### src/rtl/tg_pkg.sv
package tg_pkg;
  typedef enum logic [1:0] {
    ST_IDLE   = 2'd0,
    ST_STOP   = 2'd1,
    ST_ASSIGN = 2'd2,
    ST_FIN    = 2'd3
  } tg_state_e;
endpackage

### src/rtl/tg_level_cmp.sv
module tg_level_cmp #(
  parameter int TEMP_W = 8,
  parameter int STOP_LVL = 39,
  parameter int AVAIL_LVL = 33
) (
  input  logic [TEMP_W-1:0] pred_i,
  input  logic              busy_i,
  output logic              stop_o,
  output logic              start_ok_o
);
  localparam logic [TEMP_W-1:0] StopL  = TEMP_W'(STOP_LVL);
  localparam logic [TEMP_W-1:0] AvailL = TEMP_W'(AVAIL_LVL);

  assign stop_o     = busy_i && (pred_i >= StopL);
  assign start_ok_o = !busy_i && (pred_i <= AvailL);
endmodule

### src/rtl/tg_fifo.sv
module tg_fifo #(
  parameter int DEPTH = 4,
  parameter int W = 4
) (
  input  logic         clk_i,
  input  logic         rst_ni,
  input  logic         push_i,
  input  logic         pop_i,
  input  logic [W-1:0] din_i,
  output logic [W-1:0] dout_o,
  output logic         empty_o,
  output logic         full_o
);
  localparam int PW = (DEPTH > 1) ? $clog2(DEPTH) : 1;
  localparam int CW = $clog2(DEPTH + 1);

  logic [W-1:0]  mem_q [DEPTH];
  logic [PW-1:0] wr_q, rd_q;
  logic [CW-1:0] cnt_q;

  function automatic logic [PW-1:0] nxt(input logic [PW-1:0] p);
    return (p == PW'(DEPTH - 1)) ? '0 : p + 1'b1;
  endfunction

  assign empty_o = (cnt_q == '0);
  assign full_o  = (cnt_q == CW'(DEPTH));
  assign dout_o  = mem_q[rd_q];

  always_ff @(posedge clk_i or negedge rst_ni) begin
    if (!rst_ni) begin
      wr_q  <= '0;
      rd_q  <= '0;
      cnt_q <= '0;
    end else begin
      if (push_i) wr_q <= nxt(wr_q);
      if (pop_i)  rd_q <= nxt(rd_q);
      if (push_i && !pop_i)      cnt_q <= cnt_q + 1'b1;
      else if (pop_i && !push_i) cnt_q <= cnt_q - 1'b1;
    end
  end

  always_ff @(posedge clk_i) begin
    if (push_i) mem_q[wr_q] <= din_i;
  end
endmodule

### src/rtl/thermal_guard.sv
module thermal_guard
  import tg_pkg::*;
#(
  parameter int N = 4,
  parameter int TEMP_W = 8,
  parameter int TASK_W = 4,
  parameter int FREQ_W = 2,
  parameter int STOP_LVL = 39,
  parameter int AVAIL_LVL = 33,
  localparam int IDX_W = (N > 1) ? $clog2(N) : 1
) (
  input  logic                clk_i,
  input  logic                rst_ni,
  input  logic                interval_i,
  input  logic [N*TEMP_W-1:0] pred_i,
  input  logic [N-1:0]        busy_i,
  input  logic [N*TASK_W-1:0] task_i,
  input  logic                cmd_ready_i,
  output logic                cmd_valid_o,
  output logic [IDX_W-1:0]    cmd_core_o,
  output logic                cmd_start_o,
  output logic [TASK_W-1:0]   cmd_task_o,
  output logic [FREQ_W-1:0]   cmd_freq_o,
  output logic                active_o,
  output logic                queue_empty_o,
  output logic                done_o
);
  localparam logic [FREQ_W-1:0] FreqMin = '0;
  localparam logic [FREQ_W-1:0] FreqMax = '1;
  localparam logic [IDX_W-1:0]  LastIdx = IDX_W'(N - 1);

  tg_state_e           state_q;
  logic [IDX_W-1:0]    idx_q;
  logic [N*TEMP_W-1:0] pred_q;
  logic [N-1:0]        busy_q;
  logic [N*TASK_W-1:0] task_q;
  logic                issued_q, active_q;

  logic [N-1:0]      stop_req, start_ok;
  logic              q_push, q_pop, q_empty, q_full;
  logic [TASK_W-1:0] q_head, cur_task;
  logic              in_stop, in_assign, want, fire, advance, last;

  for (genvar g = 0; g < N; g++) begin : g_cmp
    tg_level_cmp #(
      .TEMP_W   (TEMP_W),
      .STOP_LVL (STOP_LVL),
      .AVAIL_LVL(AVAIL_LVL)
    ) u_cmp (
      .pred_i    (pred_q[g*TEMP_W +: TEMP_W]),
      .busy_i    (busy_q[g]),
      .stop_o    (stop_req[g]),
      .start_ok_o(start_ok[g])
    );
  end

  tg_fifo #(.DEPTH(N), .W(TASK_W)) u_queue (
    .clk_i  (clk_i),
    .rst_ni (rst_ni),
    .push_i (q_push),
    .pop_i  (q_pop),
    .din_i  (cur_task),
    .dout_o (q_head),
    .empty_o(q_empty),
    .full_o (q_full)
  );

  assign in_stop   = (state_q == ST_STOP);
  assign in_assign = (state_q == ST_ASSIGN);
  assign cur_task  = task_q[idx_q*TASK_W +: TASK_W];
  // full queue suppresses stops; empty queue suppresses starts
  assign want      = (in_stop && stop_req[idx_q] && !q_full) ||
                     (in_assign && start_ok[idx_q] && !q_empty);
  assign fire      = want && cmd_ready_i;
  assign q_push    = in_stop && fire;
  assign q_pop     = in_assign && fire;
  assign advance   = (in_stop || in_assign) && (!want || cmd_ready_i);
  assign last      = (idx_q == LastIdx);

  assign cmd_valid_o   = want;
  assign cmd_core_o    = idx_q;
  assign cmd_start_o   = in_assign;
  assign cmd_task_o    = in_assign ? q_head : cur_task;
  assign cmd_freq_o    = in_assign ? FreqMax : FreqMin;
  assign done_o        = (state_q == ST_FIN);
  assign active_o      = active_q;
  assign queue_empty_o = q_empty;

  always_ff @(posedge clk_i or negedge rst_ni) begin
    if (!rst_ni) begin
      state_q  <= ST_IDLE;
      idx_q    <= '0;
      pred_q   <= '0;
      busy_q   <= '0;
      task_q   <= '0;
      issued_q <= 1'b0;
      active_q <= 1'b0;
    end else begin
      if (fire) issued_q <= 1'b1;
      unique case (state_q)
        ST_IDLE: if (interval_i) begin
          pred_q   <= pred_i;
          busy_q   <= busy_i;
          task_q   <= task_i;
          idx_q    <= '0;
          issued_q <= 1'b0;
          state_q  <= ST_STOP;
        end
        ST_STOP: if (advance) begin
          idx_q <= last ? '0 : idx_q + 1'b1;
          if (last) state_q <= ST_ASSIGN;
        end
        ST_ASSIGN: if (advance) begin
          if (last) state_q <= ST_FIN;
          else      idx_q   <= idx_q + 1'b1;
        end
        ST_FIN: begin
          active_q <= issued_q || !q_empty;
          state_q  <= ST_IDLE;
        end
        default: state_q <= ST_IDLE;
      endcase
    end
  end
endmodule

### config.mk
export PLATFORM = sky130hd
export DESIGN_NAME = thermal_guard
export DESIGN_NICKNAME = d
export VERILOG_FILES = /design/src/rtl/tg_pkg.sv /design/src/rtl/tg_level_cmp.sv /design/src/rtl/tg_fifo.sv /design/src/rtl/thermal_guard.sv
export SDC_FILE = /design/constraint.sdc
export NUM_CORES = 1
export LEC_CHECK = 0
export ABC_CLOCK_PERIOD_IN_PS = 8700
export BUFFER_PORTS_ARGS = -buffer_cell sky130_fd_sc_hd__buf_2
export CAP_MARGIN = 20
export CORE_MARGIN = 2
export CORE_UTILIZATION = 60
export CTS_BUF_LIST = sky130_fd_sc_hd__clkbuf_8 sky130_fd_sc_hd__clkbuf_16
export CTS_CLUSTER_SIZE = 12
export DETAILED_ROUTE_END_ITERATION = 12
export PLACE_DENSITY = 0.84
export SLEW_MARGIN = 0
export SYNTH_ARGS = -nofsm -noshare
export SYNTH_HDL_FRONTEND = slang
export SYNTH_HIERARCHICAL = 1
export SYNTH_SLANG_ARGS = --single-unit
### constraint.sdc
create_clock -name clk_i -period 8.7 [get_ports clk_i]
set_input_delay 0.435 -clock clk_i [delete_from_list [all_inputs] [get_ports clk_i]]
set_output_delay 0.435 -clock clk_i [all_outputs]
set_load 0.05 [all_outputs]
==> out/qor.log, run 1 <==
qor: critical_path.rr_startpoint pred_q[3]
qor: clocking.clock_insertion_delay_worst_skew 350 ps
qor: sta.setup_viol_count_final 0
qor: clocking.cts-htree-levels 3
qor: global_route.busiest_layer met2
qor: power_and_ir_drop.vdd.ir_drop.worst 337 µV
qor: synth.postSynthNetCount 338
qor: detailed_routing.postRouteWirelength 7.14 mm
qor: clocking.post_cts.resized_instances 0
qor: outcome.outcome finished clean
qor: global_route.grt.met1_usage 30.4%
qor: floorplanning.die_width 83.5 µm
qor: sta.final_min_period_over_clock_period 39.8%
qor: floorplanning.fp.dieArea 6970 µm²
qor: floorplanning.initial_utilization 62.9%
qor: power_and_ir_drop.cellLeakagePower 1.93 nW
qor: clocking.postCtsSetupBuffers 0
qor: sta.worst_slew_pin_slew 808 ps
qor: floorplanning.fp-row-count 28
qor: clocking.clock_path_buffers 2
qor: critical_path.maximum_fanout_along_the_worst_path 9
qor: sta.finalHoldViolations 0
qor: floorplanning.die-height 83.5 µm
qor: synth.synth.yosys.seq_area_share 55.6%
qor: global_route.grt_use_met2 34.9%
qor: detailed_routing.route.detailed.vias_per_inst 5.70
qor: sta.slew_headroom 46.1%
qor: clocking.clock-sinks 81
qor: critical_path.critPathRequiredTime 8960 ps
qor: sta.sum_neg_setup_slack 0 ps
qor: placed_design.dpl.hpwl 5.21 mm
qor: critical_path.worst-setup-path-type reg -> reg
qor: detailed_routing.routed_wire_length_per_instance 17.0 µm
qor: synth.synth-edff-count 16
qor: detailed_routing.via_count 2388
qor: flow_run.cap_violations 0
qor: cells_and_area.post-route-util 72.4%
qor: critical_path.worst_setup_end_kind register
qor: global_route.gr-usage-all-layers 22.2%
qor: cells_and_area.antenna_cells_inserted 0
qor: synth.synth.yosys.warnings 6
qor: power_and_ir_drop.power_density 372 nW/µm²
qor: synth.ys.flop_type sky130_fd_sc_hd__dfrtp_1
qor: critical_path.startpoint_type register
qor: critical_path.r2r_slack 5240 ps
qor: sta.fmax 0.289 GHz
qor: global_route.first_pass_grt_wire_length 12.0 mm
qor: synth.post_synth.cell_area_avg 14.1 µm²
qor: global_route.antenna_found_initial 0
qor: floorplanning.placeableCoreArea 6030 µm²
qor: sta.timing_max_transition_violations_final 0
qor: clocking.worst_setup_hold_path_clk_slew 80 ps
qor: global_route.gr-total-overflow 0
qor: sta.finalWorstPathRequiredPeriod 3460 ps
qor: synth.syn_area 3790 µm²
qor: cells_and_area.nNetsFinal 408
qor: detailed_routing.first_iter_violations 123
qor: clocking.hold_buffers 0
qor: cells_and_area.synthToLayoutAreaGrowth 15.2%
qor: cells_and_area.mostFrequentLayoutCells 68 x sky130_fd_sc_hd__buf_2, 65 x sky130_fd_sc_hd__dfrtp_1, 54 x sky130_fd_sc_hd__mux2_2
qor: global_route.via_count_of_the_first_global_routing_pass 2463
qor: synth.postSynthRegisterBits 81
qor: synth.async_flop_share 80.2%
qor: clocking.ctsRootBufferMaster sky130_fd_sc_hd__clkbuf_8
qor: critical_path.rr_worst_depth 13
qor: power_and_ir_drop.total_power 1.62 mW
qor: cells_and_area.post_route_cells_drive_above_1_share 44.8%
qor: cells_and_area.most_frequent_standard_cell_in_the_layout_excluding_fill_and_tap_cells sky130_fd_sc_hd__buf_2
qor: global_route.met3_usage 6.03%
qor: sta.clock-skew-final 14.3 ps
qor: critical_path.rr_endpoint u_queue/cnt_q[2]
qor: critical_path.timing.critical_path.arrival 3720 ps
qor: placed_design.gp_congestion 0.778
qor: detailed_routing.postRouteAntennaNets 0
qor: detailed_routing.drt_pre_antenna_iters 4
qor: detailed_routing.drc 0
qor: placed_design.port_buffers 68
qor: synth.netlist_instances 269
qor: floorplanning.ioPinCount 69
qor: hold_path.min-delay-path-class in -> async
qor: clocking.cts_buffers 9
qor: global_route.grt_max_degree 66
qor: clocking.cts_tree yes
qor: synth.yosys.cell_types.count 41
qor: sta.rsz0062_at_grt no
==> cell type report <==
cell class | count | area [µm²]
fill | 419 | 1660
clock buffer | 9 | 124
multi-input combinational | 166 | 1580
tap | 75 | 93.8
sequential | 81 | 2110
inverter | 11 | 41.3
clock inverter | 7 | 63.8
timing repair buffer | 70 | 355
==> Yosys cell counts (3+ instances only) <==
master	number	share of area [%]
sky130_fd_sc_hd__mux2i_1	5	1.3
sky130_fd_sc_hd__o31ai_1	4	0.79
sky130_fd_sc_hd__o21ai_0	3	0.40
sky130_fd_sc_hd__edfxtp_1	16	13
sky130_fd_sc_hd__inv_1	11	1.1
sky130_fd_sc_hd__ha_1	12	4.0
sky130_fd_sc_hd__a2111oi_2	4	1.6
sky130_fd_sc_hd__o22ai_1	3	0.50
sky130_fd_sc_hd__or4_1	4	0.79
sky130_fd_sc_hd__and2_1	4	0.66
sky130_fd_sc_hd__dfrtp_1	65	43
sky130_fd_sc_hd__clkbuf_1	6	0.59
sky130_fd_sc_hd__nand2_1	18	1.8
sky130_fd_sc_hd__nor2_1	7	0.69
sky130_fd_sc_hd__mux4_1	4	2.8
sky130_fd_sc_hd__mux4_2	4	2.4
sky130_fd_sc_hd__nor4_1	4	0.66
sky130_fd_sc_hd__nand3_1	5	0.66
sky130_fd_sc_hd__mux2_2	54	16
sky130_fd_sc_hd__a21oi_1	6	0.79
==> critical path, cell delays in order (launching register included) <==
cell,delay (ps)
sky130_fd_sc_hd__dfrtp_1,400
sky130_fd_sc_hd__or4_1,560
sky130_fd_sc_hd__a2111oi_2,370
sky130_fd_sc_hd__mux2i_1,150
sky130_fd_sc_hd__o22ai_2,220
sky130_fd_sc_hd__or2_2,140
sky130_fd_sc_hd__nand2_1,70
sky130_fd_sc_hd__nor2_1,340
sky130_fd_sc_hd__ha_1,260
sky130_fd_sc_hd__inv_1,60
sky130_fd_sc_hd__fa_1,380
sky130_fd_sc_hd__xor2_1,150
sky130_fd_sc_hd__nor2_1,120
sky130_fd_sc_hd__xor2_1,160
==> cells by family after synthesis <==
kind of cell	synth area share, %
xor+xnor	0.693
mux	22.5
fa+ha+maj	4.49
buf+inv	2.81
flops	55.6
simple gates	7.23
compound gates	6.67
==> sequential cells by signal, summed over array words and instances, names as in the netlist <==
register,count
pred_q,32
u_queue/wr_q,2
cmd_core_o,2
state_q,2
u_queue/cnt_q,3
active_o,1
u_queue/mem_q,16
busy_q,4
task_q,16
issued_q,1
u_queue/rd_q,2
==> power breakdown <==
part           internal, mW  leakage (nW)  switching [mW]  total, mW
Combinational         0.298         0.911           0.367      0.665
Clock                 0.131         0.102           0.129      0.259
Sequential            0.560         0.917           0.139      0.699
==> worst max-delay path by stage <==
stage                           startpoint                to  slack, ps  cells after the start
final                            pred_q[3]  u_queue/cnt_q[2]       5240                     13
after global routing             pred_q[3]  u_queue/cnt_q[2]       5020                     13
after CTS                        pred_q[3]  u_queue/cnt_q[2]       5230                     13
after detailed placement        pred_q[11]  u_queue/cnt_q[2]       5270                     13
after global placement           pred_q[3]  u_queue/cnt_q[2]       5390                     13
after floorplan           u_queue/cnt_q[0]  u_queue/cnt_q[2]       4990                     13
==> metal layers <==
layer / routed length (µm) / up-vias
met4: 106 / 0
met2: 3540 / 66
li1: - / 1134
met5: 0 / -
met1: 3170 / 1180
met3: 329 / 8
==> metrics by stage <==
step	instances	setup slack [ps]	hold slack (ps)	area, µm²
after floorplan	269	4990	139	3790
final	419	5240	264	4360
after global placement	403	5390	474	4180
after global routing	419	5020	295	4360
after detailed placement	403	5270	490	4180
after CTS	419	5230	288	4360
Power figures use the tool's default switching activity.
==> run 2, diff against run 1 <==
--- a/config.mk
+++ b/config.mk
@@ -5,15 +5,15 @@
 export SDC_FILE = /design/constraint.sdc
 export NUM_CORES = 1
 export LEC_CHECK = 0
-export ABC_CLOCK_PERIOD_IN_PS = 8700
+export ABC_CLOCK_PERIOD_IN_PS = 3300
 export BUFFER_PORTS_ARGS = -buffer_cell sky130_fd_sc_hd__buf_2
 export CAP_MARGIN = 20
 export CORE_MARGIN = 2
-export CORE_UTILIZATION = 60
+export CORE_UTILIZATION = 55
 export CTS_BUF_LIST = sky130_fd_sc_hd__clkbuf_8 sky130_fd_sc_hd__clkbuf_16
 export CTS_CLUSTER_SIZE = 12
 export DETAILED_ROUTE_END_ITERATION = 12
-export PLACE_DENSITY = 0.84
+export PLACE_DENSITY = 0.78
 export SLEW_MARGIN = 0
 export SYNTH_ARGS = -nofsm -noshare
 export SYNTH_HDL_FRONTEND = slang
==> constraint.sdc (replaced) <==
create_clock -name clk_i -period 3.3 [get_ports clk_i]
set_input_delay 0.165 -clock clk_i [delete_from_list [all_inputs] [get_ports clk_i]]
set_output_delay 0.165 -clock clk_i [all_outputs]
set_load 0.05 [all_outputs]
==> out/qor.log, run 2 (same netlist as run 1, synthesis figures left out) <==
qor: cells_and_area.most_frequent_standard_cell_in_the_layout_excluding_fill_and_tap_cells sky130_fd_sc_hd__buf_2
qor: critical_path.worst_setup_end_kind register
qor: cells_and_area.final_design_instance_area_without_fill 4450 µm² [+2.0%]
qor: floorplanning.fp.dieArea 7570 µm² [+8.6%]
qor: clocking.clock_insertion_delay_worst_skew 350 ps [about the same]
qor: detailed_routing.route.detailed.vias_per_inst 5.55 [-2.6%]
qor: global_route.grt_max_degree 54 [-18%]
qor: cells_and_area.post_route_cells_drive_above_1_share 46.9% [+2.1 points]
qor: floorplanning.fp-row-count 30 [+7.1%]
qor: critical_path.critPathRequiredTime 3570 ps [-5390 ps]
qor: detailed_routing.first_iter_violations 165 [+34%]
qor: critical_path.startpoint_type register
qor: power_and_ir_drop.switching_share 39.8% [+0.70 points]
qor: sta.final_min_period_over_clock_period 93.5% [+54 points]
qor: power_and_ir_drop.vdd.ir_drop.worst 425 µV [+26%]
qor: clocking.cts-htree-levels 3 [unchanged]
qor: power_and_ir_drop.p_comb_share 42.8% [+1.8 points]
qor: placed_design.dp.cells 411 [+2.0%]
qor: critical_path.rr_endpoint u_queue/cnt_q[2]
qor: outcome.outcome finished clean
qor: critical_path.standard_cell_with_the_maximum_stage_delay_on_the_critical_path sky130_fd_sc_hd__or4_4
qor: critical_path.worst_setup_path_startpoint pred_q[11]
qor: clocking.worst_setup_hold_path_clk_slew 80 ps [about the same]
qor: floorplanning.die-height 87.0 µm [+4.2%]
qor: clocking.ctsRootBufferMaster sky130_fd_sc_hd__clkbuf_8
qor: clocking.cts_buffers 9 [unchanged]
qor: critical_path.rr_startpoint pred_q[11]
qor: clocking.cts_tree yes
qor: cells_and_area.antenna_cells_inserted 0 [unchanged]
qor: cells_and_area.nNetsFinal 414 [+1.5%]
qor: power_and_ir_drop.clock_power_share 13.9% [-2.1 points]
qor: sta.sum_neg_setup_slack 0 ps [unchanged]
qor: sta.fmax 0.324 GHz [+12%]
qor: critical_path.maximum_fanout_along_the_worst_path 3 [-6]
qor: placed_design.gp_congestion 0.799 [+2.8%]
qor: global_route.antenna_found_initial 0 [unchanged]
qor: critical_path.timing.critical_path.arrival 3360 ps [-360 ps]
qor: detailed_routing.via_count 2388 [unchanged]
qor: detailed_routing.drt_pre_antenna_iters 4 [unchanged]
qor: critical_path.r2r_slack 210 ps [-5030 ps]
qor: sta.rsz0062_at_grt no
qor: floorplanning.ioPinCount 69 [unchanged]
qor: sta.worst_slew_pin_slew 670 ps [-138 ps]
qor: flow_run.cap_violations 0 [unchanged]
qor: detailed_routing.postRouteWirelength 7.13 mm [-0.15%]
qor: global_route.first_pass_grt_wire_length 11.4 mm [-4.9%]
qor: sta.timing_max_transition_violations_final 0 [unchanged]
qor: critical_path.path_depth 13 [unchanged]
qor: sta.finalWorstPathRequiredPeriod 3090 ps [-375 ps]
qor: power_and_ir_drop.part_of_the_total_power_dissipated_in_sequential_elements 43.3% [+0.2 points]
qor: sta.finalHoldViolations 0 [unchanged]
qor: cells_and_area.number_of_flip_flops_in_the_largest_register 32 [unchanged]
qor: clocking.clock-sinks 81 [unchanged]
qor: power_and_ir_drop.cellLeakagePower 1.96 nW [+1.7%]
qor: global_route.gr-total-overflow 0 [unchanged]
qor: power_and_ir_drop.power_density 960 nW/µm² [+160%]
qor: global_route.gr-usage-all-layers 20.0% [-2.1 points]
qor: critical_path.worst-setup-path-type reg -> reg
qor: clocking.clock_path_buffers 2 [unchanged]
qor: cells_and_area.synthToLayoutAreaGrowth 17.4%
qor: power_and_ir_drop.power_switching 1.70 mW [+170%]
qor: critical_path.rr_worst_depth 13 [unchanged]
qor: cells_and_area.final_cells 430 [+2.6%]
qor: cells_and_area.max_flop_register pred_q
qor: placed_design.port_buffers 68 [unchanged]
qor: critical_path.setup.worst_path.end u_queue/cnt_q[2]
qor: sta.clock-skew-final 5.53 ps [-8.74 ps]
qor: cells_and_area.mostFrequentLayoutCells 68 x sky130_fd_sc_hd__buf_2, 65 x sky130_fd_sc_hd__dfrtp_1, 54 x sky130_fd_sc_hd__mux2_2
qor: power_and_ir_drop.total_power 4.27 mW [+160%]
qor: critical_path.crit_buf_inv 1 [unchanged]
qor: detailed_routing.drc 0 [unchanged]
qor: critical_path.cp_cell_sequence or4_4, a2111oi_4, mux2i_1, o22ai_2, or2_2, nand2_1, nor2_2, ha_2, inv_1, fa_1, xor2_1, nor2_1, xor2_1
qor: floorplanning.placeableCoreArea 6720 µm² [+12%]
qor: sta.setup_viol_count_final 0 [unchanged]
qor: placed_design.dpl-instance-area 4220 µm² [+0.93%]
qor: sta.slew_headroom 55.3% [+9.2 points]
qor: critical_path.crit_family simple AND/OR/NAND/NOR gates
qor: floorplanning.initial_utilization 56.4% [-6.5 points]
qor: critical_path.critPathMaxStageDelay 550 ps [about the same]
qor: power_and_ir_drop.p_int 2.57 mW [+160%]
qor: detailed_routing.postRouteAntennaNets 0 [unchanged]
qor: placed_design.dpl.hpwl 5.08 mm [-2.6%]
qor: global_route.via_count_of_the_first_global_routing_pass 2378 [-3.5%]
qor: cells_and_area.reg.largest.list pred_q x32, task_q x16, u_queue/mem_q x16
qor: floorplanning.die_width 87.0 µm [+4.2%]
qor: detailed_routing.routed_wire_length_per_instance 16.6 µm [-2.7%]
qor: critical_path.critPathMostFrequentCell sky130_fd_sc_hd__xor2_1
qor: hold_path.min-delay-path-class in -> reg
run 2: changes by cell type in the layout (fill, tap and decap cells not counted), sizes merged:
cell / previous run / this run
inv: 14 / 15
clkinv: 2 / 3
dlygate4sd3: 0 / 1
buf: 70 / 75
bufinv: 1 / 0
clkinvlp: 1 / 0
run 2: worst min-delay path by stage:
| stage | startpoint | slack, ps | end | cells past startpoint |
|---|---|---|---|---|
| 6_report | task_i[2] | 40 | task_q[2] | 2 |
| 3_5_place_dp | rst_ni | 390 | pred_q[17] | 1 |
| 4_1_cts | rst_ni | 10 | pred_q[17] | 1 |
| 2_1_floorplan | rst_ni | -130 | active_o | 0 |
| 5_1_grt | task_i[11] | 40 | task_q[11] | 2 |
| 3_3_place_gp | rst_ni | 400 | pred_q[16] | 1 |
run 2: area by class of cell:
class                   count  area [µm²]
fillers                   498        2270
inverters                  11        41.3
multi-input cells         166        1630
well taps                  80         100
clock inverters             7        32.5
flip-flops and latches     81        2110
repair buffers             76         415
clock buffers               9         124
run 2: timing repair:
action,CTS,global route
hold endpoints to repair,0,16
buffers inserted,0,1
gates resized for setup,0,7
setup endpoints to repair,0,2
hold buffers,0,1
run 2: worst reg2reg max path: stages (launching register included):
cell and delay (ps):
sky130_fd_sc_hd__dfrtp_1 390, sky130_fd_sc_hd__or4_4 550, sky130_fd_sc_hd__a2111oi_4 290, sky130_fd_sc_hd__mux2i_1 150
sky130_fd_sc_hd__o22ai_2 180, sky130_fd_sc_hd__or2_2 140, sky130_fd_sc_hd__nand2_1 100, sky130_fd_sc_hd__nor2_2 150
sky130_fd_sc_hd__ha_2 200, sky130_fd_sc_hd__inv_1 50, sky130_fd_sc_hd__fa_1 380, sky130_fd_sc_hd__xor2_1 150
sky130_fd_sc_hd__nor2_1 130, sky130_fd_sc_hd__xor2_1 140
run 2: metal layers:
metal	wire, µm	vias to the layer above	part of all wire, %	GRT usage (%)
li1	-	1150	-	-
met1	3290	1168	46	27.9
met2	3440	56	48	31.0
met3	250	14	3.5	3.51
met4	152	0	2.1	8.95
met5	0	-	0	0
run 2: through the flow:
step                utilization, %  hold WS [ps]  setup WS, ps
finish                        66.2          42.5           214
detailed placement            62.7           395          62.0
global route                  66.2          37.6          18.8
global placement              62.7           395           134
CTS                           65.1          9.50          59.3
floorplan                        -          -131          27.1
run 2: power by group through the flow:
stage / combinational, mW / clock, mW / sequential [mW]
4_1_cts: 1.80 / 0.608 / 1.82
3_3_place_gp: 1.75 / 0 / 1.82
5_1_grt: 1.99 / 0.642 / 1.91
6_report: 1.83 / 0.592 / 1.85
2_1_floorplan: 1.45 / 0 / 1.77
3_5_place_dp: 1.80 / 0 / 1.84
==> run 3, diff against run 2 <==
--- a/config.mk
+++ b/config.mk
@@ -6,14 +6,16 @@
 export NUM_CORES = 1
 export LEC_CHECK = 0
 export ABC_CLOCK_PERIOD_IN_PS = 3300
-export BUFFER_PORTS_ARGS = -buffer_cell sky130_fd_sc_hd__buf_2
 export CAP_MARGIN = 20
+export CORE_ASPECT_RATIO = 0.9
 export CORE_MARGIN = 2
-export CORE_UTILIZATION = 55
+export CORE_UTILIZATION = 61
 export CTS_BUF_LIST = sky130_fd_sc_hd__clkbuf_8 sky130_fd_sc_hd__clkbuf_16
 export CTS_CLUSTER_SIZE = 12
 export DETAILED_ROUTE_END_ITERATION = 12
-export PLACE_DENSITY = 0.78
+export DONT_BUFFER_PORTS = 1
+export GPL_ROUTABILITY_DRIVEN = 0
+export PLACE_DENSITY = 0.76
 export SLEW_MARGIN = 0
 export SYNTH_ARGS = -nofsm -noshare
 export SYNTH_HDL_FRONTEND = slang
==> out/qor.log, run 3 (same netlist as run 1, synthesis figures left out) <==
qor: sta.slew_headroom 59.7% [+4.4 points]
qor: power_and_ir_drop.vdd.ir_drop.worst 572 µV [+34%]
qor: critical_path.critPathRequiredTime 3540 ps [-30 ps]
qor: global_route.antenna_found_initial 0 [unchanged]
qor: flow_run.cap_violations 0 [unchanged]
qor: detailed_routing.first_iter_violations 115 [-30%]
qor: sta.fmax 0.321 GHz [-0.95%]
qor: global_route.gr-usage-all-layers 24.2% [+4.2 points]
qor: cells_and_area.mostFrequentLayoutCells 65 x sky130_fd_sc_hd__dfrtp_1, 54 x sky130_fd_sc_hd__mux2_2, 53 x sky130_fd_sc_hd__dlygate4sd3_1
qor: floorplanning.initial_utilization 62.7% [+6.3 points]
qor: detailed_routing.routed_wire_length_per_instance 18.4 µm [+11%]
qor: hold_path.min-delay-path-class in -> reg
qor: power_and_ir_drop.total_power 4.52 mW [+5.8%]
qor: detailed_routing.drt_pre_antenna_iters 4 [unchanged]
qor: clocking.cts-htree-levels 3 [unchanged]
qor: critical_path.crit_buf_inv 2 [+1]
qor: critical_path.worst_setup_end_kind register
qor: sta.finalHoldViolations 0 [unchanged]
qor: global_route.first_pass_grt_wire_length 12.3 mm [+7.7%]
qor: clocking.ctsRootBufferMaster sky130_fd_sc_hd__clkbuf_8
qor: clocking.worst_setup_hold_path_clk_slew 80 ps [about the same]
qor: placed_design.dp.cells 340 [-17%]
qor: cells_and_area.reg.largest.list pred_q x32, task_q x16, u_queue/mem_q x16
qor: placed_design.port_buffers 0 [-100%]
qor: cells_and_area.nNetsFinal 402 [-2.9%]
qor: critical_path.crit_family simple AND/OR/NAND/NOR gates
qor: critical_path.cp_cell_sequence or4_4, a2111oi_4, mux2i_2, o22ai_2, or2_2, nand2_1, nor2_2, inv_1, ha_1, inv_1, fa_1, mux2_2
qor: clocking.postCtsSetupBuffers 0 [unchanged]
qor: global_route.via_count_of_the_first_global_routing_pass 2515 [+5.8%]
qor: clocking.clock-sinks 81 [unchanged]
qor: clocking.cts_buffers 9 [unchanged]
qor: power_and_ir_drop.cellLeakagePower 1.96 nW [about the same]
qor: cells_and_area.final_cells 409 [-4.9%]
qor: global_route.gr-total-overflow 0 [unchanged]
qor: floorplanning.ioPinCount 69 [unchanged]
qor: floorplanning.die-height 78.8 µm [-9.5%]
qor: critical_path.critPathMostFrequentCell sky130_fd_sc_hd__inv_1
qor: floorplanning.fp-row-count 27 [-10%]
qor: critical_path.critPathMaxStageDelay 550 ps [about the same]
qor: detailed_routing.drc 0 [unchanged]
qor: detailed_routing.postRouteAntennaNets 0 [unchanged]
qor: cells_and_area.max_flop_register pred_q
qor: sta.setup_viol_count_final 0 [unchanged]
qor: global_route.grt_max_degree 66 [+22%]
qor: sta.finalWorstSetupSlack 184 ps [-29.7 ps]
qor: power_and_ir_drop.power_density 947 nW/µm² [-1.3%]
qor: cells_and_area.most_frequent_standard_cell_in_the_layout_excluding_fill_and_tap_cells sky130_fd_sc_hd__dfrtp_1
qor: sta.timing_max_transition_violations_final 0 [unchanged]
qor: detailed_routing.route.detailed.vias_per_inst 5.79 [+4.3%]
qor: detailed_routing.postRouteWirelength 7.53 mm [+5.7%]
qor: floorplanning.placeableCoreArea 6050 µm² [-10%]
qor: cells_and_area.post-route-util 78.9% [+13 points]
qor: floorplanning.fp.dieArea 6860 µm² [-9.4%]
qor: critical_path.startpoint_type register
qor: sta.final_min_period_over_clock_period 94.4% [+0.90 points]
qor: cells_and_area.synthToLayoutAreaGrowth 25.9%
qor: cells_and_area.number_of_flip_flops_in_the_largest_register 32 [unchanged]
qor: clocking.clock_path_buffers 2 [unchanged]
qor: critical_path.timing.critical_path.arrival 3350 ps [about the same]
qor: placed_design.dpl.hpwl 4.76 mm [-6.3%]
qor: sta.worst_slew_pin_slew 605 ps [-65.8 ps]
qor: critical_path.standard_cell_with_the_maximum_stage_delay_on_the_critical_path sky130_fd_sc_hd__or4_4
qor: critical_path.worst-setup-path-type reg -> reg
qor: detailed_routing.via_count 2368 [-0.84%]
qor: outcome.outcome finished clean
qor: cells_and_area.fillers 343 [-31%]
qor: critical_path.maximum_fanout_along_the_worst_path 3 [unchanged]
qor: sta.finalWorstPathRequiredPeriod 3120 ps [+29.7 ps]
qor: clocking.cts_tree yes
qor: sta.clock-skew-final 11.3 ps [+5.73 ps]
qor: floorplanning.die_width 87.1 µm [about the same]
qor: clocking.clock_insertion_delay_worst_skew 350 ps [about the same]
qor: cells_and_area.post_route_cells_drive_above_1_share 30.9% [-16 points]
qor: cells_and_area.antenna_cells_inserted 0 [unchanged]
qor: placed_design.post-place-ws 53.2 ps [-8.78 ps]
==> run 3: cell types whose count changed in the layout (fill, tap and decap cells not counted), sizes merged <==
cell,change
buf,-64
dlygate4sd3,+52
bufinv,+2
clkinv,-2
inv,-2
clkbuf,+1
==> run 3: final cells by class <==
cell class | instances | area [µm²] | area share, %
sequential | 81 | 2110 | 44.2
multi-input combinational | 166 | 1660 | 34.8
timing repair buffer | 64 | 646 | 13.5
clock buffer | 10 | 149 | 3.12
tap | 72 | 90.1 | 1.89
clock inverter | 5 | 77.6 | 1.63
inverter | 11 | 41.3 | 0.865
==> run 3: worst reg2reg max path, stage by stage (launching register included) <==
cell	delay [ps]
sky130_fd_sc_hd__dfrtp_1	410
sky130_fd_sc_hd__or4_4	550
sky130_fd_sc_hd__a2111oi_4	330
sky130_fd_sc_hd__mux2i_2	130
sky130_fd_sc_hd__o22ai_2	200
sky130_fd_sc_hd__or2_2	140
sky130_fd_sc_hd__nand2_1	100
sky130_fd_sc_hd__nor2_2	130
sky130_fd_sc_hd__inv_1	80
sky130_fd_sc_hd__ha_1	200
sky130_fd_sc_hd__inv_1	70
sky130_fd_sc_hd__fa_1	400
sky130_fd_sc_hd__mux2_2	260
==> run 3: per-stage QoR <==
| step | area, µm² | hold WS (ps) | TNS [ps] |
|---|---|---|---|
| floorplan | 3800 | -131 | 0 |
| global placement | 3920 | -129 | 0 |
| detailed placement | 3920 | -129 | 0 |
| CTS | 4700 | 23.9 | 0 |
| global route | 4770 | 76.6 | -7.85 |
| finish | 4770 | 78.2 | 0 |
==> run 3: routing by layer <==
layer	vias to the layer above	GRT usage (%)	routed length (µm)
li1	1118	-	-
met1	1166	31.8	3260
met2	70	38.2	3730
met3	14	6.76	407
met4	0	10.0	133
met5	-	0	0
==> run 3: path summary, 6_finish.rpt <==
| path | startpoint | slack, ps | cells past startpoint | to |
|---|---|---|---|---|
| min | cmd_ready_i | 80 | 2 | issued_q |
| max | pred_q[11] | 180 | 12 | u_queue/cnt_q[1] |
| min reg2reg | task_q[12] | 500 | 1 | task_q[12] |
| max reg2reg | pred_q[11] | 180 | 12 | u_queue/cnt_q[1] |
| min in group asynchronous | rst_ni | 400 | 2 | state_q[1] |
| max in group asynchronous | rst_ni | 2630 | 2 | pred_q[26] |
==> run 3: repair_timing <==
action | CTS | global route
endpoints found under the setup margin | 0 | 2
resized for setup | 0 | 10
endpoints found under the hold margin | 117 | 0
hold buffers | 54 | 0
==> run 3: where the power goes <==
group | leakage [nW] | switching, mW | internal [mW] | total, mW
combinational | 0.925 | 0.972 | 0.837 | 1.81
sequential | 0.917 | 0.426 | 1.48 | 1.90
clock | 0.119 | 0.339 | 0.466 | 0.805
